$ cat config.mk
export PLATFORM = sky130hd
export DESIGN_NAME = mant_round_unit
export DESIGN_NICKNAME = d
export VERILOG_FILES = /design/src/rtl/mant_round_pkg.sv /design/src/rtl/rnd_decide.sv /design/src/rtl/rnd_incr.sv /design/src/rtl/mant_round_unit.sv
export SDC_FILE = /design/constraint.sdc
export NUM_CORES = 1
export LEC_CHECK = 0
export ABC_AREA = 1
export BUFFER_PORTS_ARGS = -buffer_cell sky130_fd_sc_hd__buf_4
export CORE_UTILIZATION = 40
export CTS_CLUSTER_SIZE = 12
export DETAILED_ROUTE_END_ITERATION = 10
export PLACE_DENSITY = 0.71
export SLEW_MARGIN = 30
export SYNTH_ARGS = -nofsm -noshare
export SYNTH_HDL_FRONTEND = slang
export SYNTH_SLANG_ARGS = --single-unit
$ cat constraint.sdc
create_clock -name clk -period 6 [get_ports clk]
set_input_delay 1.8 -clock clk [delete_from_list [all_inputs] [get_ports clk]]
set_output_delay 1.8 -clock clk [all_outputs]
set_load 0.005 [all_outputs]
$ cat src/rtl/mant_round_pkg.sv
package mant_round_pkg;

   // Direction select; encoding is part of the block's interface.
   typedef enum logic [1:0] {
      RM_NEAREST = 2'b00,
      RM_ZERO    = 2'b01,
      RM_POS_INF = 2'b10,
      RM_NEG_INF = 2'b11
   } rnd_mode_e;

   // Incrementer variants.
   localparam int unsigned INC_FLAT   = 0;
   localparam int unsigned INC_CSEL   = 1;

   // Low-bit bundle seen by the decision logic.
   typedef struct packed {
      logic guard;
      logic round;
      logic sticky;
      logic lsb;
   } low_bits_t;

endpackage

$ cat src/rtl/rnd_decide.sv
module rnd_decide
   import mant_round_pkg::*;
(
   input  rnd_mode_e mode_i,
   input  logic      sign_i,
   input  low_bits_t low_i,
   output logic      inexact_o,
   output logic      inc_o
);

   logic lost_c;
   logic near_c;

   assign lost_c = low_i.guard | low_i.round | low_i.sticky;

   // Nearest: bump only past half, or exactly half with odd lsb.
   assign near_c = low_i.guard & (low_i.round | low_i.sticky | low_i.lsb);

   always_comb begin
      inc_o = 1'b0;
      if (lost_c) begin
         unique case (mode_i)
            RM_NEAREST: inc_o = near_c;
            RM_ZERO:    inc_o = 1'b0;
            RM_POS_INF: inc_o = ~sign_i;
            RM_NEG_INF: inc_o = sign_i;
            default:    inc_o = 1'b0;
         endcase
      end
   end

   assign inexact_o = lost_c;

   // an increment is only ever taken for an inexact operand
   always_comb begin
      if (inc_o === 1'b1) begin
         inc_needs_loss_chk: assert (lost_c === 1'b1)
            else $error("increment without lost bits");
      end
   end

endmodule

$ cat src/rtl/rnd_incr.sv
module rnd_incr
   import mant_round_pkg::*;
#(
   parameter int unsigned W     = 55,
   parameter int unsigned STYLE = INC_CSEL,
   parameter int unsigned SEG_W = 8
) (
   input  logic [W-1:0] a_i,
   input  logic         inc_i,
   output logic [W-1:0] sum_o
);

   localparam int unsigned NSEG  = (W + SEG_W - 1) / SEG_W;
   localparam int unsigned PAD_W = NSEG * SEG_W;

   generate
      if (W < 2) begin : g_bad_w
         $error("rnd_incr: W must be at least 2");
      end
      if (SEG_W < 1) begin : g_bad_seg
         $error("rnd_incr: SEG_W must be at least 1");
      end
      if (STYLE > INC_CSEL) begin : g_bad_style
         $error("rnd_incr: unknown STYLE");
      end

      if (STYLE == INC_FLAT) begin : g_flat
         assign sum_o = a_i + {{(W-1){1'b0}}, inc_i};
      end else begin : g_csel
         logic [PAD_W-1:0] a_pad;
         logic [PAD_W-1:0] s_pad;
         logic [NSEG:0]    cy;

         assign a_pad = PAD_W'(a_i);
         assign cy[0] = inc_i;

         for (genvar g = 0; g < NSEG; g++) begin : g_seg
            logic [SEG_W-1:0] seg_c;
            logic [SEG_W-1:0] seg_p1_c;
            assign seg_c    = a_pad[g*SEG_W +: SEG_W];
            assign seg_p1_c = seg_c + SEG_W'(1);
            assign s_pad[g*SEG_W +: SEG_W] = cy[g] ? seg_p1_c : seg_c;
            assign cy[g+1]  = cy[g] & (&seg_c);
         end

         assign sum_o = s_pad[W-1:0];

         // the chain never carries beyond the padded width when the
         // top operand bit is clear, and padding bits stay zero
         always_comb begin
            if (inc_i === 1'b1 && a_i[W-1] === 1'b0) begin
               no_chain_escape_chk: assert (cy[NSEG] == 1'b0)
                  else $error("carry left the segment chain");
               pad_zero_chk: assert ((s_pad >> W) == '0)
                  else $error("padding bits of the sum are set");
            end
         end
      end
   endgenerate

endmodule

$ cat src/rtl/mant_round_unit.sv
module mant_round_unit
   import mant_round_pkg::*;
#(
   parameter int unsigned MANT_W    = 56,
   parameter int unsigned INC_STYLE = INC_CSEL,
   parameter int unsigned SEG_W     = 8
) (
   input  logic              clk,
   input  logic              rst_n,
   input  logic              in_valid,
   input  logic [1:0]        in_mode,
   input  logic              in_sign,
   input  logic [MANT_W-1:0] in_mant,
   input  logic              in_sticky,
   output logic              out_valid,
   output logic [MANT_W-2:0] out_mant,
   output logic              out_rnd_up,
   output logic              out_inexact,
   output logic              out_frac_inexact,
   output logic              out_frac_rounded
);

   localparam int unsigned FRAC_W = MANT_W - 2;
   localparam int unsigned RES_W  = FRAC_W + 1;

   generate
      if (MANT_W < 4) begin : g_bad_mant
         $error("mant_round_unit: MANT_W must be at least 4");
      end
   endgenerate

   logic [FRAC_W-1:0] frac_c;
   low_bits_t         low_c;
   logic              inexact_c;
   logic              inc_c;
   logic [RES_W-1:0]  sum_c;

   assign frac_c       = in_mant[MANT_W-1:2];
   assign low_c.guard  = in_mant[1];
   assign low_c.round  = in_mant[0];
   assign low_c.sticky = in_sticky;
   assign low_c.lsb    = in_mant[2];

   rnd_decide u_dec (
      .mode_i    (rnd_mode_e'(in_mode)),
      .sign_i    (in_sign),
      .low_i     (low_c),
      .inexact_o (inexact_c),
      .inc_o     (inc_c)
   );

   rnd_incr #(
      .W     (RES_W),
      .STYLE (INC_STYLE),
      .SEG_W (SEG_W)
   ) u_inc (
      .a_i   ({1'b0, frac_c}),
      .inc_i (inc_c),
      .sum_o (sum_c)
   );

   always_ff @(posedge clk) begin
      if (!rst_n) begin
         out_valid        <= 1'b0;
         out_mant         <= '0;
         out_rnd_up       <= 1'b0;
         out_inexact      <= 1'b0;
         out_frac_inexact <= 1'b0;
         out_frac_rounded <= 1'b0;
      end else begin
         out_valid <= in_valid;
         if (in_valid) begin
            out_mant         <= sum_c;
            out_rnd_up       <= inc_c;
            out_inexact      <= inexact_c;
            out_frac_inexact <= inexact_c;
            out_frac_rounded <= inc_c;
         end else begin
            out_rnd_up       <= 1'b0;
            out_inexact      <= 1'b0;
            out_frac_inexact <= 1'b0;
            out_frac_rounded <= 1'b0;
         end
      end
   end


   valid_follow_chk: assert property (@(posedge clk) disable iff (!rst_n)
      in_valid |=> out_valid);


   valid_drop_chk: assert property (@(posedge clk) disable iff (!rst_n)
      !in_valid |=> !out_valid);


   quiet_flags_chk: assert property (@(posedge clk) disable iff (!rst_n)
      !out_valid |-> !(out_rnd_up | out_inexact | out_frac_inexact | out_frac_rounded));


   zero_mode_chk: assert property (@(posedge clk) disable iff (!rst_n)
      (in_valid && in_mode == 2'b01) |=> !out_rnd_up);


   exact_pass_chk: assert property (@(posedge clk) disable iff (!rst_n)
      (in_valid && in_mant[1:0] == 2'b00 && !in_sticky) |=>
         (!out_inexact && !out_rnd_up && out_mant == {1'b0, $past(in_mant[MANT_W-1:2])}));


   up_flags_chk: assert property (@(posedge clk) disable iff (!rst_n)
      out_rnd_up |-> (out_frac_rounded && out_inexact));


   fi_pair_chk: assert property (@(posedge clk) disable iff (!rst_n)
      out_valid |-> (out_inexact == out_frac_inexact));

endmodule

Yosys cells after proc, flatten, opt, wreduce, memory -nomap -nowiden
Cells that the tools add are included.
- bits in registers: 58
- input bits: 63
- output and inout bits: 60
- word-level logic and storage cells: 43
- add/sub/neg operators: 7
- equal/unequal tests: 3
- muxes and demuxes: 9
- bitwise logic cells: 12
- reductions and logical operators: 8
- operators with widths (cell ; number):
    adder 8 x 1 -> 8 bit, second input constant ; 6
    2-to-1 mux 8 bit ; 6
    AND reduction 8 bit ; 6
    adder 6 x 1 -> 7 bit, second input constant ; 1
    AND 1 bit ; 7
    2-to-1 mux 7 bit ; 1
    == test 2 bit, second input constant ; 2
    OR 1 bit ; 4
    case mux 1 bit (4 select lines) ; 1
    == test 2 x 1 -> 1 bit, second input constant ; 1
    zero test 2 bit ; 1
    AND reduction 2 bit ; 1
    2-to-1 mux 1 bit ; 1
    inverter 1 bit ; 1

Depth between registers and ports, before layout
Gate-level depths: netlist (run 1).
- depth after elaboration: 12
- gate-level depth with buffers: 13
- depth with buffers taken out: 13

Modules after synthesis
From an unflattened synthesis (run 1), not the netlist that was laid out.
- cells, all modules: 650
- area total of the unflattened synthesis: 4022.6 µm²
- modules (own cells, without submodules) (module ; times used ; cells each ; area each (µm²) ; sequential area each (µm²)):
    mant_round_unit ; 1 ; 360 ; 2384.8 ; 1161.1
    rnd_incr ; 1 ; 276 ; 1576.5 ; 0.0
    rnd_decide ; 1 ; 14 ; 61.3 ; 0.0

Least setup slack after synthesis (run 1)
OpenSTA, ideal clock, no wires.
- kind: input to register
- from: input port in_mant[2]
- to: register out_mant[44]
- library setup time: 0.109 ns
- arrival time: 3.065 ns
- required time: 5.891 ns
- slack: 2.826 ns
- cell stages on the path: 11
- cells stage by stage: ha_1 > nand3_2 > nor2_4 > nand4_4 > nor2_4 > nand3_4 > buf_6 > o21ai_1 > nand3_1 > nand2_1 > inv_1
- longest elaborated chain between the ends: 10
- elaborated cells on any way between the ends: 11
- those cells by class: mux: 3; bitwise: 7; reduce/logical: 1
- RTL lines (item ; RTL line ; source):
    from (decl) ; mant_round_unit.sv:13 ; input logic [MANT_W-1:0] in_mant,
    OR 1 bit ; rnd_decide.sv:17 ; assign near_c = low_i.guard & (low_i.round | low_i.sticky | low_i.lsb);
    AND 1 bit ; rnd_decide.sv:17 ;
    case mux 1 bit (4 select lines) ; rnd_decide.sv:22 ; unique case (mode_i)
    2-to-1 mux 1 bit ; rnd_decide.sv:21 ; if (lost_c) begin
    AND 1 bit * (5 in series) ; rnd_incr.sv:43 ; assign cy[g+1] = cy[g] & (&seg_c);
    2-to-1 mux 8 bit * ; rnd_incr.sv:42 ; assign s_pad[g*SEG_W +: SEG_W] = cy[g] ? seg_p1_c : seg_c;
    to (signal assigned) ; mant_round_unit.sv:73 ; out_mant <= sum_c;
    to (decl) ; mant_round_unit.sv:16 ; output logic [MANT_W-2:0] out_mant,
Mark *: on every way between the ends. The rest lies on a longest branch, timed or not.
A chain may end at the register's enable or synchronous reset.

Worst setup path in the final report (run 1)
- from: input port in_mant[2]
- to: register out_mant[50]
- longest elaborated chain between the ends: 11
- elaborated cells on any way between the ends: 12
- those cells by class: mux: 3; bitwise: 8; reduce/logical: 1
- RTL lines (item ; RTL line):
    OR 1 bit ; rnd_decide.sv:17
    AND 1 bit ; rnd_decide.sv:17
    case mux 1 bit (4 select lines) ; rnd_decide.sv:22
    2-to-1 mux 1 bit ; rnd_decide.sv:21
    AND 1 bit * (6 in series) ; rnd_incr.sv:43
    2-to-1 mux 7 bit * ; rnd_incr.sv:42
Marked as above.

==> flow_metrics.env, run 1 <==
export IMPL_outcome="finished clean"
export IMPL_hold_class="reg -> reg"
export IMPL_leakage_nw=2.50
export IMPL_grt_setup_unrepaired="no"
export IMPL_dp_hpwl_um=7190
export IMPL_max_freq_mhz=290
export IMPL_antennaDiodeCount=0
export IMPL_cts_path_max_buffers=2
export IMPL_r2r_start="out_mant[26]$_SDFFE_PN0P_"
export IMPL_overflow=0
export IMPL_whs_path_depth=2
export IMPL_port_buffers=122
export IMPL_setup_violations=0
export IMPL_min_from="out_mant[3]$_SDFFE_PN0P_"
export IMPL_cts_buffers=9
export IMPL_ctsHoldBuffers=0
export IMPL_post_cts_setup_buffer_count=0
export IMPL_finalHoldViolCount=0
export IMPL_grt_pass1_vias=3300
export IMPL_crit_chain="buf_4, ha_1, nand3_2, nor2_4, nand4_4, nor2_4, nand3_4, nor2_4, nand3_1, nand3_1, nand2_1"
export IMPL_ys_seq_area_share_pct=32.8
export IMPL_critical_path_arrival_ps=3680
export IMPL_place_gp_congestion=0.847
export IMPL_cts_resized_gates=0
export IMPL_crit_slowest_cell="nor2_4"
export IMPL_wirelength_um=9500
export IMPL_num_io_pins=123
export IMPL_path_depth=11
export IMPL_cp_max_fo=15
export IMPL_dieArea_um2=9230
export IMPL_grt_antenna_before_repair=0
export IMPL_area_growth_pct=31.3
export IMPL_max_slew_margin_pct=50.7
export IMPL_fin_util_pct=55.5
export IMPL_r2r_end="out_mant[26]$_SDFFE_PN0P_"
export IMPL_cp_end_kind="flop"
export IMPL_drive_above_1_share_pct=26.2
export IMPL_r2r_cells=4
export IMPL_yosysWarnings=0
export IMPL_skew_ps=0
export IMPL_drv_slew=0
export IMPL_drc=0
export IMPL_root_buffer="clkbuf_8"
export IMPL_rows=33
export IMPL_synthesis_area_um2=3540
export IMPL_drv_cap=0
export IMPL_start_util_pct=42.2
export IMPL_synth_nets=589
export IMPL_whs_endpoint="out_mant[3]$_SDFFE_PN0P_"
export IMPL_grt_pass1_wl_um=15200
export IMPL_vias_per_cell=4.92
export IMPL_clock_sinks=58
export IMPL_p_per_area_nw_per_um2=202
export IMPL_die_y_um=96.1
export IMPL_vias=3655
export IMPL_crit_start="in_mant[2]"
export IMPL_critPathKind="in -> reg"
export IMPL_syn_inst=519
export IMPL_routedWlPerCell_um=12.8
export IMPL_ys_seq_elements=58
export IMPL_setup_tns_ps=0
export IMPL_startpoint_type="input pin"
export IMPL_r2r_slack_ps=5250
export IMPL_worstPathBufferInverterCount=1
export IMPL_cts_htree_levels=3
export IMPL_timing_critical_path_mode_cell="nor2_4"
export IMPL_fp_dieW_um=96.1
export IMPL_core_area_um2=8380
export IMPL_avgSynthCellArea_um2=6.82
export IMPL_dr_first_iter_drc_count=118
export IMPL_crit_family="simple AND/OR/NAND/NOR gates"
export IMPL_grt_start_max_net_pins=48
export IMPL_cts_tree="yes"
export IMPL_ant_nets=0
export IMPL_tightestPinTransition_ps=739
export IMPL_period_minus_slack_ps=3450
export IMPL_clk_pin_slew_ps=70
export IMPL_grt_use_total_pct=21.6
export IMPL_final_net_count=703
export IMPL_ir_worst_vdd_mv=0.114
export IMPL_whs_ps=464
export IMPL_clock_latency_ps=330
export IMPL_ys_types=38
export IMPL_first_pass_iters=5
export IMPL_crit_path_max_incr_delay_ps=360
export IMPL_post_route_period_util_pct=57.6
export IMPL_critPathRequiredTime_ps=6230
[worst reg2reg max path, delay by kind of cell (launching register included)]
| kind | cells | cell delay, ps |
|---|---|---|
| AO/OA/AOI/OAI | 1 | 100 |
| flip-flops | 1 | 370 |
| AND/OR/NAND/NOR | 2 | 170 |
| buffers and inverters | 1 | 70 |
[worst max-delay path by stage]
stage                     slack [ps]                   endpoint
after detailed placement        2180  out_mant[16]$_SDFFE_PN0P_
after global placement          2220  out_mant[16]$_SDFFE_PN0P_
after global routing            2340   out_mant[1]$_SDFFE_PN0P_
final                           2550  out_mant[50]$_SDFFE_PN0P_
after CTS                       2530  out_mant[16]$_SDFFE_PN0P_
after floorplan                 2830  out_mant[44]$_SDFFE_PN0P_
[layout by cell type, fill, tap and decap left out, drive strengths merged]
cell type,instances
nand4,11
a32o,2
buf,122
a32oi,2
o21ai,37
dfxtp,58
ha,7
inv,85
o211ai,17
nand3,42
a21o,2
o221ai,1
a22o,1
or2,1
a21oi,4
clkbuf,13
xnor2,10
a31o,1
nor2,45
xor2,24
clkinv,4
nor3,12
a31oi,1
nand2,136
[Yosys cell counts]
cell | instances | area (µm²)
xor2_1 | 24 | 210
a32o_1 | 2 | 20.0
a21o_1 | 2 | 15.0
inv_1 | 75 | 282
ha_1 | 7 | 87.6
a31oi_1 | 1 | 6.26
nor2_4 | 4 | 45.0
nand2_2 | 4 | 25.0
inv_2 | 10 | 37.5
o21ai_0 | 21 | 105
nor3_4 | 2 | 32.5
a32oi_1 | 2 | 17.5
o211ai_1 | 17 | 128
a31o_2 | 1 | 8.76
o21ai_2 | 1 | 8.76
o21ai_1 | 15 | 75.1
nand4_1 | 9 | 56.3
a21oi_1 | 4 | 20.0
xnor2_1 | 10 | 87.6
or2_2 | 1 | 6.26
a22o_1 | 1 | 8.76
nand2_1 | 132 | 495
nand4_4 | 1 | 21.3
buf_2 | 2 | 10.0
nand3_1 | 38 | 190
buf_6 | 3 | 33.8
nand3_2 | 3 | 30.0
buf_4 | 2 | 15.0
clkbuf_1 | 9 | 33.8
nor2_1 | 41 | 154
nand3_4 | 1 | 17.5
nor3_2 | 2 | 20.0
clkinv_1 | 1 | 3.75
o221ai_1 | 1 | 8.76
nand4_2 | 1 | 12.5
dfxtp_1 | 58 | 1160
nor3_1 | 8 | 40.0
buf_1 | 3 | 11.3
[stage by stage]
step | total power, mW | cell area (µm²) | worst slack [ps] | std cells
4_1_cts | 0.945 | 4650 | 2530 | 743
3_5_place_dp | 0.631 | 4490 | 2180 | 727
6_report | 0.939 | 4650 | 2550 | 743
3_3_place_gp | 0.627 | 4480 | 2220 | 727
5_1_grt | 0.994 | 4650 | 2340 | 743
2_1_floorplan | 0.524 | 3540 | 2830 | 519
[cell families after synthesis]
kind of cell,count (synthesis),share of synthesized area [%]
simple gates,247,32.4
buf+inv,105,12.0
compound gates,68,11.9
flops,58,32.8
xor+xnor,34,8.41
fa+ha+maj,7,2.47
[flip-flops by register name, summed over array words and instances (netlist names)]
register,flops
out_valid,1
out_frac_inexact,1
out_frac_rounded,1
out_mant,55
[power breakdown]
group / switching [mW] / internal (mW)
Clock: 0.157 / 0.160
Combinational: 0.0980 / 0.0959
Sequential: 0.0164 / 0.412
Total: 0.271 / 0.668
[routing by layer]
| layer | GRT usage, % | vias to the layer above | share of wire, % |
|---|---|---|---|
| li1 | - | 1877 | - |
| met1 | 28.5 | 1641 | 47 |
| met2 | 34.4 | 128 | 46 |
| met3 | 4.66 | 9 | 6.1 |
| met4 | 7.96 | 0 | 1.1 |
| met5 | 0 | - | 0 |
[final cells by class]
class,count,area [µm²]
repair buffers,122,916
fillers,808,3730
inverters,86,323
multi-input cells,356,1960
clock inverters,3,15.0
well taps,105,131
clock buffers,13,149
flip-flops and latches,58,1160
Power figures use the tool's default switching activity.
==> run 2, diff against run 1 <==
Settings changed: ABC_AREA 1 to 0, PLACE_DENSITY 0.71 to 0.75.
Clock period 6 ns to 3 ns, I/O delays scaled along.
==> run 2 against run 1 <==
Clock-buffer cell count decreased by 3. First-iteration DRC count rose by 67%. Sequential share of layout area increased by 0.40 points. Sequential power up 99%. Synthesized cell count decreased by 19%. Register-to-register slack got worse by 3100 ps. Die area shrank 5.8%. Via count up 2.0%. Area after synthesis down 5.9%. Critical path depth shrank 3. Non-clock buffer count grew 17. Critical path type unchanged.
==> flow_metrics.env, run 2 <==
export IMPL_drv_slew=0
export IMPL_drive_above_1_share_pct=28.9
export IMPL_combPwrFrac_pct=19.0
export IMPL_post_route_period_util_pct=87.5
export IMPL_final_net_count=608
export IMPL_clock_sinks=58
export IMPL_cp_max_fo=16
export IMPL_finalPower_mw=1.96
export IMPL_cts_path_max_buffers=2
export IMPL_synth_nets=492
export IMPL_cp_end_kind="flop"
export IMPL_synthesis_area_um2=3330
export IMPL_period_minus_slack_ps=2630
export IMPL_setup_tns_ps=0
export IMPL_grt_use_total_pct=22.4
export IMPL_overflow=0
export IMPL_startpoint_type="input pin"
export IMPL_grt_start_max_net_pins=60
export IMPL_wirelength_um=9680
export IMPL_port_buffers=122
export IMPL_dieArea_um2=8700
export IMPL_setup_violations=0
export IMPL_dr_first_iter_drc_count=197
export IMPL_grt_pass1_vias=3285
export IMPL_intPower_mw=1.42
export IMPL_critical_path_arrival_ps=2910
export IMPL_core_area_um2=7890
export IMPL_die_y_um=93.3
export IMPL_max_freq_mhz=381
export IMPL_ys_types=39
export IMPL_ys_flop_type="dfxtp_1"
export IMPL_leakage_nw=1.81
export IMPL_start_util_pct=42.2
export IMPL_grt_setup_unrepaired="no"
export IMPL_cts_htree_levels=3
export IMPL_area_growth_pct=37.4
export IMPL_grt_pass1_wl_um=15400
export IMPL_drv_cap=0
export IMPL_ant_nets=0
export IMPL_switching_share_pct=27.7
export IMPL_p_per_area_nw_per_um2=429
export IMPL_syn_inst=422
export IMPL_dp_hpwl_um=7100
export IMPL_cts_tree="yes"
export IMPL_skew_ps=0
export IMPL_finalNonFillerCells=645
export IMPL_whs_ps=472
export IMPL_fillers=729
export IMPL_routedWlPerCell_um=15.0
export IMPL_yosysWarnings=0
export IMPL_fp_dieW_um=93.3
export IMPL_synth_top_area_share_pct=34.8
export IMPL_grt_antenna_before_repair=0
export IMPL_p_seq_share_pct=43.4
export IMPL_finalHoldViolCount=0
export IMPL_largest_register="out_mant"
export IMPL_ys_seq_elements=58
export IMPL_critPathRequiredTime_ps=3280
export IMPL_pwr_share_clk_pct=37.6
export IMPL_root_buffer="clkbuf_8"
export IMPL_ir_worst_vdd_mv=0.226
export IMPL_tightestPinTransition_ps=462
export IMPL_synth_most_common_cell="dfxtp_1"
export IMPL_post_cts_setup_buffer_count=0
export IMPL_drc=0
export IMPL_clk_pin_slew_ps=70
export IMPL_vias=3727
export IMPL_first_pass_iters=4
export IMPL_rows=32
export IMPL_outcome="finished clean"
export IMPL_ctsHoldBuffers=0
export IMPL_dp_cells=629
export IMPL_ys_seq_area_share_pct=34.8
export IMPL_vias_per_cell=5.78
export IMPL_largest_register_ffs=55
export IMPL_cts_buffers=9
export IMPL_num_io_pins=123
export IMPL_max_slew_margin_pct=69.2
export IMPL_synth_edff_count=0
export IMPL_synth_top_area_cell="dfxtp_1"
export IMPL_most_common_layout_cells="138 x buf_4, 58 x dfxtp_1, 56 x o21ai_0"
export IMPL_synth_common_cells="58 x dfxtp_1, 56 x o21ai_0, 29 x nand2_1"
export IMPL_place_gp_congestion=0.922
export IMPL_net_switching_power_mw=0.544
export IMPL_critPathKind="in -> reg"
export IMPL_fin_util_pct=58.0
export IMPL_avgSynthCellArea_um2=7.90
export IMPL_final_common_cell="buf_4"
export IMPL_antennaDiodeCount=0
export IMPL_clock_latency_ps=340
export IMPL_hold_class="reg -> reg"
export IMPL_async_flop_share_pct=0
export IMPL_synth_area_leaders="dfxtp_1 35%, o21ai_0 8.4%, xnor2_1 6.0%"
export IMPL_cts_resized_gates=0
## run 2: logic make-up (layout without fill, tap and decap cells)
group,count (synthesis),in the layout,share of synthesized area (%)
buf+inv,43,164,5.41
simple gates,168,168,28.8
flops,58,58,34.8
fa+ha+maj,7,7,2.63
mux,5,5,1.50
compound gates,117,117,20.5
xor+xnor,24,24,6.31
## run 2: through the flow
stage	cell area [µm²]	setup slack (ps)
finish	4580	375
global route	4580	307
floorplan	3330	298
global placement	4370	101
detailed placement	4370	44.9
CTS	4580	398
## run 2: cell type report
class	instances	area, µm²	share of cell area, %
Clock buffer	10	138	3.01
Clock inverter	6	66.3	1.45
Inverter	9	33.8	0.738
Timing Repair Buffer	139	1060	23.1
Sequential cell	58	1160	25.4
Tap cell	102	128	2.79
Multi-Input combinational cell	321	2000	43.6
## run 2: worst paths after layout
kind	start	endpoint	slack, ps	cells after the start
setup / recovery	in_mant[10]	out_mant[44]$_SDFFE_PN0P_	370	8
hold / removal	out_mant[15]$_SDFFE_PN0P_	out_mant[15]$_SDFFE_PN0P_	470	2
setup reg to reg	out_mant[47]$_SDFFE_PN0P_	out_mant[47]$_SDFFE_PN0P_	2160	3
hold reg to reg	out_mant[15]$_SDFFE_PN0P_	out_mant[15]$_SDFFE_PN0P_	470	2
## run 2: power by group through the flow
| stage | sequential, mW | combinational [mW] | clock, mW |
|---|---|---|---|
| after floorplan | 0.870 | 0.152 | 0 |
| after global placement | 0.869 | 0.365 | 0 |
| final | 0.853 | 0.373 | 0.738 |
| after detailed placement | 0.870 | 0.372 | 0 |
| after global routing | 0.859 | 0.410 | 0.793 |
| after CTS | 0.853 | 0.374 | 0.752 |
## run 2: critical path: stages
cell     delay (ps)
buf_4           100
ha_1            180
and4_1          270
nand4_1         140
or4_1           500
buf_4           210
or4_1           530
nand3_1          80
## run 2: routing by layer
metal / up-vias / track usage, % / share of wire (%) / wire (µm)
li1: 1827 / - / - / -
met3: 13 / 6.67 / 9.4 / 907
met4: 0 / 7.44 / 1.4 / 136
met2: 166 / 35.2 / 47 / 4520
met5: - / 0 / 0 / 0
met1: 1721 / 29.3 / 42 / 4110
